## config.mk

```make
export PLATFORM = sky130hd
export DESIGN_NAME = meminit_seq
export DESIGN_NICKNAME = d
export VERILOG_FILES = /design/src/rtl/meminit_pkg.sv /design/src/rtl/meminit_cfg_build.sv /design/src/rtl/meminit_fill_detect.sv /design/src/rtl/meminit_ctrl.sv /design/src/rtl/meminit_seq.sv
export SDC_FILE = /design/constraint.sdc
export NUM_CORES = 1
export LEC_CHECK = 0
export BUFFER_PORTS_ARGS = -buffer_cell sky130_fd_sc_hd__buf_4
export CORE_MARGIN = 10
export CORE_UTILIZATION = 32
export DETAILED_ROUTE_END_ITERATION = 10
export GPL_ROUTABILITY_DRIVEN = 0
export PLACE_DENSITY = 0.65
export SETUP_SLACK_MARGIN = 0.5
export SLEW_MARGIN = 30
export SYNTH_ARGS = -nofsm -noshare
export SYNTH_HDL_FRONTEND = slang
export SYNTH_SLANG_ARGS = --single-unit
```

## constraint.sdc

```tcl
create_clock -name clk -period 2.1 [get_ports clk]
set_input_delay 0.63 -clock clk [delete_from_list [all_inputs] [get_ports clk]]
set_output_delay 0.63 -clock clk [all_outputs]
set_load 0.02 [all_outputs]
```

## src/rtl/meminit_pkg.sv

```systemverilog
package meminit_pkg;

    localparam int BL_W = 6;

    typedef enum logic [2:0] {
        ST_RESET         = 3'd0,
        ST_SETUP_FILL    = 3'd1,
        ST_LOAD_FILL     = 3'd2,
        ST_FILLING       = 3'd3,
        ST_SETUP_TRAFFIC = 3'd4,
        ST_LOAD_TRAFFIC  = 3'd5,
        ST_RUNNING       = 3'd6
    } seq_state_e;

    localparam logic [1:0] ADDR_MODE_SEQ    = 2'b11;
    localparam logic [1:0] ADDR_MODE_PRBS   = 2'b01;
    localparam logic [1:0] BL_MODE_FIXED    = 2'b01;
    localparam logic [1:0] BL_MODE_PRBS     = 2'b10;
    localparam logic [3:0] INSTR_MODE_FIXED = 4'b0001;
    localparam logic [3:0] INSTR_MODE_PRBS  = 4'b0010;
    localparam logic [2:0] INSTR_CODE_WR    = 3'b000;

    typedef struct packed {
        logic [3:0]      data_mode;
        logic [1:0]      addr_mode;
        logic [3:0]      instr_mode;
        logic [1:0]      bl_mode;
        logic [2:0]      fixed_instr;
        logic [BL_W-1:0] fixed_bl;
    } gen_cfg_t;

endpackage

```

## src/rtl/meminit_cfg_build.sv

```systemverilog
module meminit_cfg_build
    import meminit_pkg::*;
#(
    parameter bit TRAFFIC  = 1'b0,
    parameter int BL_SHORT = 16,
    parameter int BL_LONG  = 32
) (
    input  logic [3:0] pattern,
    input  logic       long_burst,
    output gen_cfg_t   cfg
);

    localparam logic [BL_W-1:0] BL_SHORT_V = BL_W'(BL_SHORT);
    localparam logic [BL_W-1:0] BL_LONG_V  = BL_W'(BL_LONG);

    logic [1:0] addr_mode_w;
    logic [3:0] instr_mode_w;
    logic [1:0] bl_mode_w;

    // The phase is fixed at elaboration; each instance builds one variant.
    generate
        if (TRAFFIC) begin : g_traffic
            assign addr_mode_w  = ADDR_MODE_PRBS;
            assign instr_mode_w = INSTR_MODE_PRBS;
            assign bl_mode_w    = BL_MODE_PRBS;
        end else begin : g_fill
            assign addr_mode_w  = ADDR_MODE_SEQ;
            assign instr_mode_w = INSTR_MODE_FIXED;
            assign bl_mode_w    = BL_MODE_FIXED;
        end
    endgenerate

    always_comb begin
        cfg             = '0;
        cfg.data_mode   = pattern;
        cfg.addr_mode   = addr_mode_w;
        cfg.instr_mode  = instr_mode_w;
        cfg.bl_mode     = bl_mode_w;
        cfg.fixed_instr = INSTR_CODE_WR;
        cfg.fixed_bl    = long_burst ? BL_LONG_V : BL_SHORT_V;
    end

endmodule

```

## src/rtl/meminit_fill_detect.sv

```systemverilog
module meminit_fill_detect
    import meminit_pkg::*;
#(
    parameter int AW = 16
) (
    input  logic          watch,
    input  logic          cmd_valid,
    input  logic          cmd_ready,
    input  logic          cmd_is_write,
    input  logic [AW-1:0] cmd_addr,
    input  logic [BL_W-1:0] cmd_len,
    input  logic [AW-1:0] end_addr,
    output logic          fill_hit
);

    localparam int SW = AW + 1;

    logic [SW-1:0] reach_w;
    logic          accepted_wr;

    always_comb begin
        reach_w     = {1'b0, cmd_addr} + SW'(cmd_len);
        accepted_wr = cmd_valid & cmd_ready & cmd_is_write;
        fill_hit    = watch & accepted_wr & (reach_w >= {1'b0, end_addr});
    end

endmodule

```

## src/rtl/meminit_ctrl.sv

```systemverilog
module meminit_ctrl
    import meminit_pkg::*;
#(
    parameter int AW = 16
) (
    input  logic          clk,
    input  logic          rst_n,
    input  logic [AW-1:0] start_in,
    input  logic [AW-1:0] end_in,
    input  logic [3:0]    pattern_in,
    input  logic          long_in,
    input  gen_cfg_t      fill_cfg,
    input  gen_cfg_t      traffic_cfg,
    input  logic          fill_hit,
    output logic [3:0]    pattern_q_o,
    output logic          long_q_o,
    output logic          watching,
    output gen_cfg_t      cfg_o,
    output logic [AW-1:0] start_o,
    output logic [AW-1:0] end_o,
    output logic          load_o,
    output logic          done_o
);

    typedef struct packed {
        seq_state_e    st;
        gen_cfg_t      cfg;
        logic [AW-1:0] start_a;
        logic [AW-1:0] end_a;
        logic [3:0]    pattern;
        logic          long_b;
        logic          load;
        logic          done;
    } ctrl_reg_t;

    ctrl_reg_t cur_q, nxt_d;

    always_comb begin
        nxt_d      = cur_q;
        nxt_d.load = 1'b0;
        unique case (cur_q.st)
            ST_RESET: begin
                nxt_d.st      = ST_SETUP_FILL;
                nxt_d.start_a = start_in;
                nxt_d.end_a   = end_in;
                nxt_d.pattern = pattern_in;
                nxt_d.long_b  = long_in;
                nxt_d.cfg     = fill_cfg;
            end
            ST_SETUP_FILL: begin
                nxt_d.st   = ST_LOAD_FILL;
                nxt_d.load = 1'b1;
            end
            ST_LOAD_FILL: begin
                nxt_d.st = ST_FILLING;
            end
            ST_FILLING: begin
                if (fill_hit) begin
                    nxt_d.st  = ST_SETUP_TRAFFIC;
                    nxt_d.cfg = traffic_cfg;
                end
            end
            ST_SETUP_TRAFFIC: begin
                nxt_d.st   = ST_LOAD_TRAFFIC;
                nxt_d.load = 1'b1;
            end
            ST_LOAD_TRAFFIC: begin
                nxt_d.st   = ST_RUNNING;
                nxt_d.done = 1'b1;
            end
            ST_RUNNING: begin
                nxt_d.st = ST_RUNNING;
            end
            default: begin
                nxt_d.st = ST_RESET;
            end
        endcase
    end

    always_ff @(posedge clk or negedge rst_n) begin
        if (!rst_n) begin
            cur_q <= '0;
        end else begin
            cur_q <= nxt_d;
        end
    end

    assign pattern_q_o = cur_q.pattern;
    assign long_q_o    = cur_q.long_b;
    assign watching    = (cur_q.st == ST_FILLING);
    assign cfg_o       = cur_q.cfg;
    assign start_o     = cur_q.start_a;
    assign end_o       = cur_q.end_a;
    assign load_o      = cur_q.load;
    assign done_o      = cur_q.done;

endmodule

```

## src/rtl/meminit_seq.sv

```systemverilog
module meminit_seq
    import meminit_pkg::*;
#(
    parameter int AW       = 16,
    parameter int BL_SHORT = 16,
    parameter int BL_LONG  = 32
) (
    input  logic            clk,
    input  logic            rst_n,
    input  logic [AW-1:0]   cfg_start_addr,
    input  logic [AW-1:0]   cfg_end_addr,
    input  logic [3:0]      cfg_pattern,
    input  logic            cfg_long_burst,
    input  logic            cmd_valid,
    input  logic            cmd_ready,
    input  logic            cmd_is_write,
    input  logic [AW-1:0]   cmd_addr,
    input  logic [BL_W-1:0] cmd_len,
    output logic [3:0]      gen_data_mode,
    output logic [1:0]      gen_addr_mode,
    output logic [3:0]      gen_instr_mode,
    output logic [1:0]      gen_bl_mode,
    output logic [2:0]      gen_fixed_instr,
    output logic [BL_W-1:0] gen_fixed_bl,
    output logic [AW-1:0]   gen_start_addr,
    output logic [AW-1:0]   gen_end_addr,
    output logic            gen_mode_load,
    output logic            init_done
);

    gen_cfg_t   fill_cfg_w, traffic_cfg_w, cfg_w;
    logic [3:0] pattern_q_w;
    logic       long_q_w;
    logic       watch_w;
    logic       hit_w;

    meminit_cfg_build #(.TRAFFIC(1'b0), .BL_SHORT(BL_SHORT), .BL_LONG(BL_LONG)) fill_build_i (
        .pattern    (cfg_pattern),
        .long_burst (cfg_long_burst),
        .cfg        (fill_cfg_w)
    );

    meminit_cfg_build #(.TRAFFIC(1'b1), .BL_SHORT(BL_SHORT), .BL_LONG(BL_LONG)) traffic_build_i (
        .pattern    (pattern_q_w),
        .long_burst (long_q_w),
        .cfg        (traffic_cfg_w)
    );

    meminit_fill_detect #(.AW(AW)) detect_i (
        .watch        (watch_w),
        .cmd_valid    (cmd_valid),
        .cmd_ready    (cmd_ready),
        .cmd_is_write (cmd_is_write),
        .cmd_addr     (cmd_addr),
        .cmd_len      (cmd_len),
        .end_addr     (gen_end_addr),
        .fill_hit     (hit_w)
    );

    meminit_ctrl #(.AW(AW)) ctrl_i (
        .clk         (clk),
        .rst_n       (rst_n),
        .start_in    (cfg_start_addr),
        .end_in      (cfg_end_addr),
        .pattern_in  (cfg_pattern),
        .long_in     (cfg_long_burst),
        .fill_cfg    (fill_cfg_w),
        .traffic_cfg (traffic_cfg_w),
        .fill_hit    (hit_w),
        .pattern_q_o (pattern_q_w),
        .long_q_o    (long_q_w),
        .watching    (watch_w),
        .cfg_o       (cfg_w),
        .start_o     (gen_start_addr),
        .end_o       (gen_end_addr),
        .load_o      (gen_mode_load),
        .done_o      (init_done)
    );

    assign gen_data_mode   = cfg_w.data_mode;
    assign gen_addr_mode   = cfg_w.addr_mode;
    assign gen_instr_mode  = cfg_w.instr_mode;
    assign gen_bl_mode     = cfg_w.bl_mode;
    assign gen_fixed_instr = cfg_w.fixed_instr;
    assign gen_fixed_bl    = cfg_w.fixed_bl;

endmodule

```

==> impl_metrics.py <==
metrics = {
    "status": {
        "status": "finished with violations",
        "violations": "negative setup slack",
    },
    "power_and_ir_drop": {
        "p_total_uw": 5550,
        "power_density_nw_per_um2": 1240,
        "p_leak_uw": 0.00224,
        "ir_worst_vdd_v": 0.000545,
    },
    "clocking": {
        "cts_tree": "built",
        "cts-root-buf": "clkbuf_8",
        "clk_latency_ns": 0.30,
        "cts_buffer_depth": 2,
        "cts_buffers": 5,
        "cts_sinks": 51,
        "hold_buffers": 0,
        "path_clk_slew_ns": 0.09,
        "cts_htree_levels": 2,
    },
    "routing": {
        "post-route-drc-count": 0,
        "dr_wl_met2_mm": 4.01,
        "drt_pass1_iterations": 4,
        "ant_nets": 0,
        "vias_per_cell": 4.41,
        "wl_per_cell_um": 13.8,
        "dr_total_vias": 2740,
        "wl_met3_um": 659,
        "wl_met1_mm": 3.79,
        "wirelength_mm": 8.56,
        "drt_iter0_drc": 120,
        "highest_layer": "met4",
    },
    "global_routing": {
        "grtUsageTotal_pct": 11.4,
        "grt_overflow": 0,
        "antenna_found_initial": 0,
        "grt_pass1_vias": 2867,
        "grt_pass1_wl_mm": 13.8,
        "grt_max_degree": 52,
    },
    "logic_synthesis": {
        "yosys.area_share.simple_pct": 19.5,
        "synth_fa_ha_area_share_pct": 8.92,
        "synth_seq_cells": 51,
        "synth.area.top_cells": "dfrtp_1, buf_4, nand2_1, ha_1, inv_1",
        "synth.largest_area_cell": "dfrtp_1",
        "synth_ff_type": "dfrtp_1",
        "synth_area_um2": 3310,
        "synth_compound_area_share_pct": 12.4,
        "synthArstFlopShare_pct": 100,
        "synth-edff-count": 0,
        "synth_top_family_by_area": "simple AND/OR/NAND/NOR gates",
        "synthXorXnorAreaFrac_pct": 3.70,
        "syn-instance-count": 386,
        "avgSynthCellArea_um2": 8.58,
        "synth.distinct_cells": 44,
        "synthMuxAreaShare_pct": 0.302,
        "yosys.area.top_type_share_pct": 38.5,
        "synth_seq_area_share_pct": 38.5,
        "yosysWarnings": 0,
    },
    "timing": {
        "period_share_pct": 155,
        "rsz0062_at_grt": "true",
        "min_period_ns": 3.25,
        "fmax_ghz": 0.307,
        "timing.final.ws_setup_ns": -1.15,
        "hold_viol": 0,
        "setup_violations": 12,
        "slew_headroom_pct": 57.4,
        "skew_ns": 0.00784,
        "max_slew.worst_pin.slew_ns": 0.640,
        "slew_violations": 0,
    },
    "floorplan": {
        "start_util_pct": 32.5,
        "dieArea_um2": 14800,
        "ios": 119,
        "die_x_um": 122,
        "die_y_um": 122,
        "core_um2": 10200,
        "rows": 37,
    },
    "setup_path": {
        "end_kind": "flip-flop",
        "worst_r2r_path_depth": 9,
        "required_ns": 2.29,
        "worstSetupPathType": "primary input to flip-flop",
        "worstPathMaxFanout": 4,
        "startpoint_type": "primary input",
        "crit_arrival_ns": 3.44,
    },
    "layout": {
        "mostFrequentLayoutCell": "buf_4",
        "n_antenna_cell": 0,
        "drive_gt1_share_pct": 37.2,
        "multi_input_area_um2": 1640,
        "seq_area_um2": 1280,
        "fillers": 1016,
        "final_cell_mix": "buf_4, nand2_1, dfrtp_1, inv_1, ha_1",
        "area_growth_pct": 34.9,
        "nets": 572,
    },
    "placed_design": {
        "dpl_worst_slack_ns": -1.67,
        "io_buffers": 109,
        "dpl.hpwl_mm": 7.16,
    },
    "flow_run": {
        "drv_cap": 0,
    },
    "hold_path": {
        "min_path_type": "primary input to asynchronous set/reset pin",
    },
}
layout make-up:
type	instances	area share, %
clock buffer	6	1.63
clock inverter	2	1.34
timing repair buffer	147	25.6
sequential	51	28.6
multi-input combinational	253	36.7
inverter	27	2.27
tap	136	3.81
worst max-delay path: stages:
cell,delay [ns]
buf_6,0.10
ha_4,0.15
inv_2,0.05
fa_2,0.22
nor2b_4,0.05
o31ai_4,0.20
nand2_2,0.10
a21oi_4,0.19
xnor2_2,0.13
ha_1,0.27
a211oi_2,0.22
nor2_1,0.06
o31a_1,0.31
o31ai_4,0.25
buf_6,0.14
a21oi_2,0.05
or3_1,0.31
per-layer routing:
layer,up-vias,global-route usage (%)
met5,-,0
met4,0,3.06
met3,8,3.89
met2,84,18.4
met1,1248,14.2
li1,1400,-
flip-flops by register name (all words and copies together), names as in the netlist:
register / cells
ctrl_i.cfg_o: 9
ctrl_i.cur_q: 3
ctrl_i.done_o: 1
ctrl_i.end_o: 16
ctrl_i.load_o: 1
ctrl_i.long_q_o: 1
ctrl_i.pattern_q_o: 4
ctrl_i.start_o: 16
cell usage after synthesis, types with 2 or more instances:
| cell | count |
|---|---|
| and4_1 | 2 |
| buf_4 | 53 |
| clkbuf_1 | 8 |
| o21ai_1 | 14 |
| and2_1 | 2 |
| xnor2_1 | 9 |
| nand2_1 | 91 |
| o21ai_0 | 13 |
| a211oi_1 | 2 |
| o211ai_1 | 2 |
| a211oi_2 | 2 |
| dfrtp_1 | 51 |
| nand4_1 | 9 |
| ha_1 | 22 |
| inv_1 | 27 |
| nor2_1 | 12 |
| a21oi_1 | 11 |
| nand2b_1 | 4 |
| nand3_1 | 11 |
| a21o_1 | 4 |
| nand3b_1 | 2 |
| nor2b_1 | 3 |
| xor2_1 | 5 |
| nor3_1 | 7 |
logic make-up after synthesis:
logic type / Yosys count
buf+inv: 90
simple gates: 146
xor+xnor: 14
other cells: 1
flops: 51
mux: 1
fa+ha+maj: 23
compound gates: 60
repair_timing:
action,CTS,global route
setup buffers,2,1
resized for setup,13,13
hold endpoints to repair,0,0
setup endpoints to repair,15,35
pin swaps,10,9
stage by stage:
step	cells	utilization (%)	instance area, µm²	TNS [ns]	hold WS, ns
6_report	622	43.8	4470	-12.74	0.336
3_3_place_gp	611	41.1	4190	-17.70	0.447
4_1_cts	621	43.1	4390	-13.26	0.358
2_1_floorplan	394	-	3380	-13.72	0.334
3_5_place_dp	611	41.1	4190	-18.77	0.457
5_1_grt	622	43.8	4470	-14.29	0.377
path summary, 6_finish.rpt:
path	from	end	slack [ns]
min in group clk	ctrl_i.done_o	ctrl_i.done_o	0.47
worst min-delay path	rst_n	ctrl_i.load_o	0.34
worst max-delay path	cmd_addr[0]	ctrl_i.cfg_o[15]	-1.15
worst min register to register	ctrl_i.done_o	ctrl_i.done_o	0.47
worst max register to register	ctrl_i.end_o[6]	ctrl_i.cfg_o[15]	-0.11
max in group asynchronous	rst_n	ctrl_i.end_o[12]	1.33
power by group:
group,leakage [µW],switching [µW],internal (µW)
Combinational,0.00158,1640,1380
Sequential,0.000591,295,1440
Clock,0.0000654,319,476
Note: power is estimated with default switching activity, not from simulation.
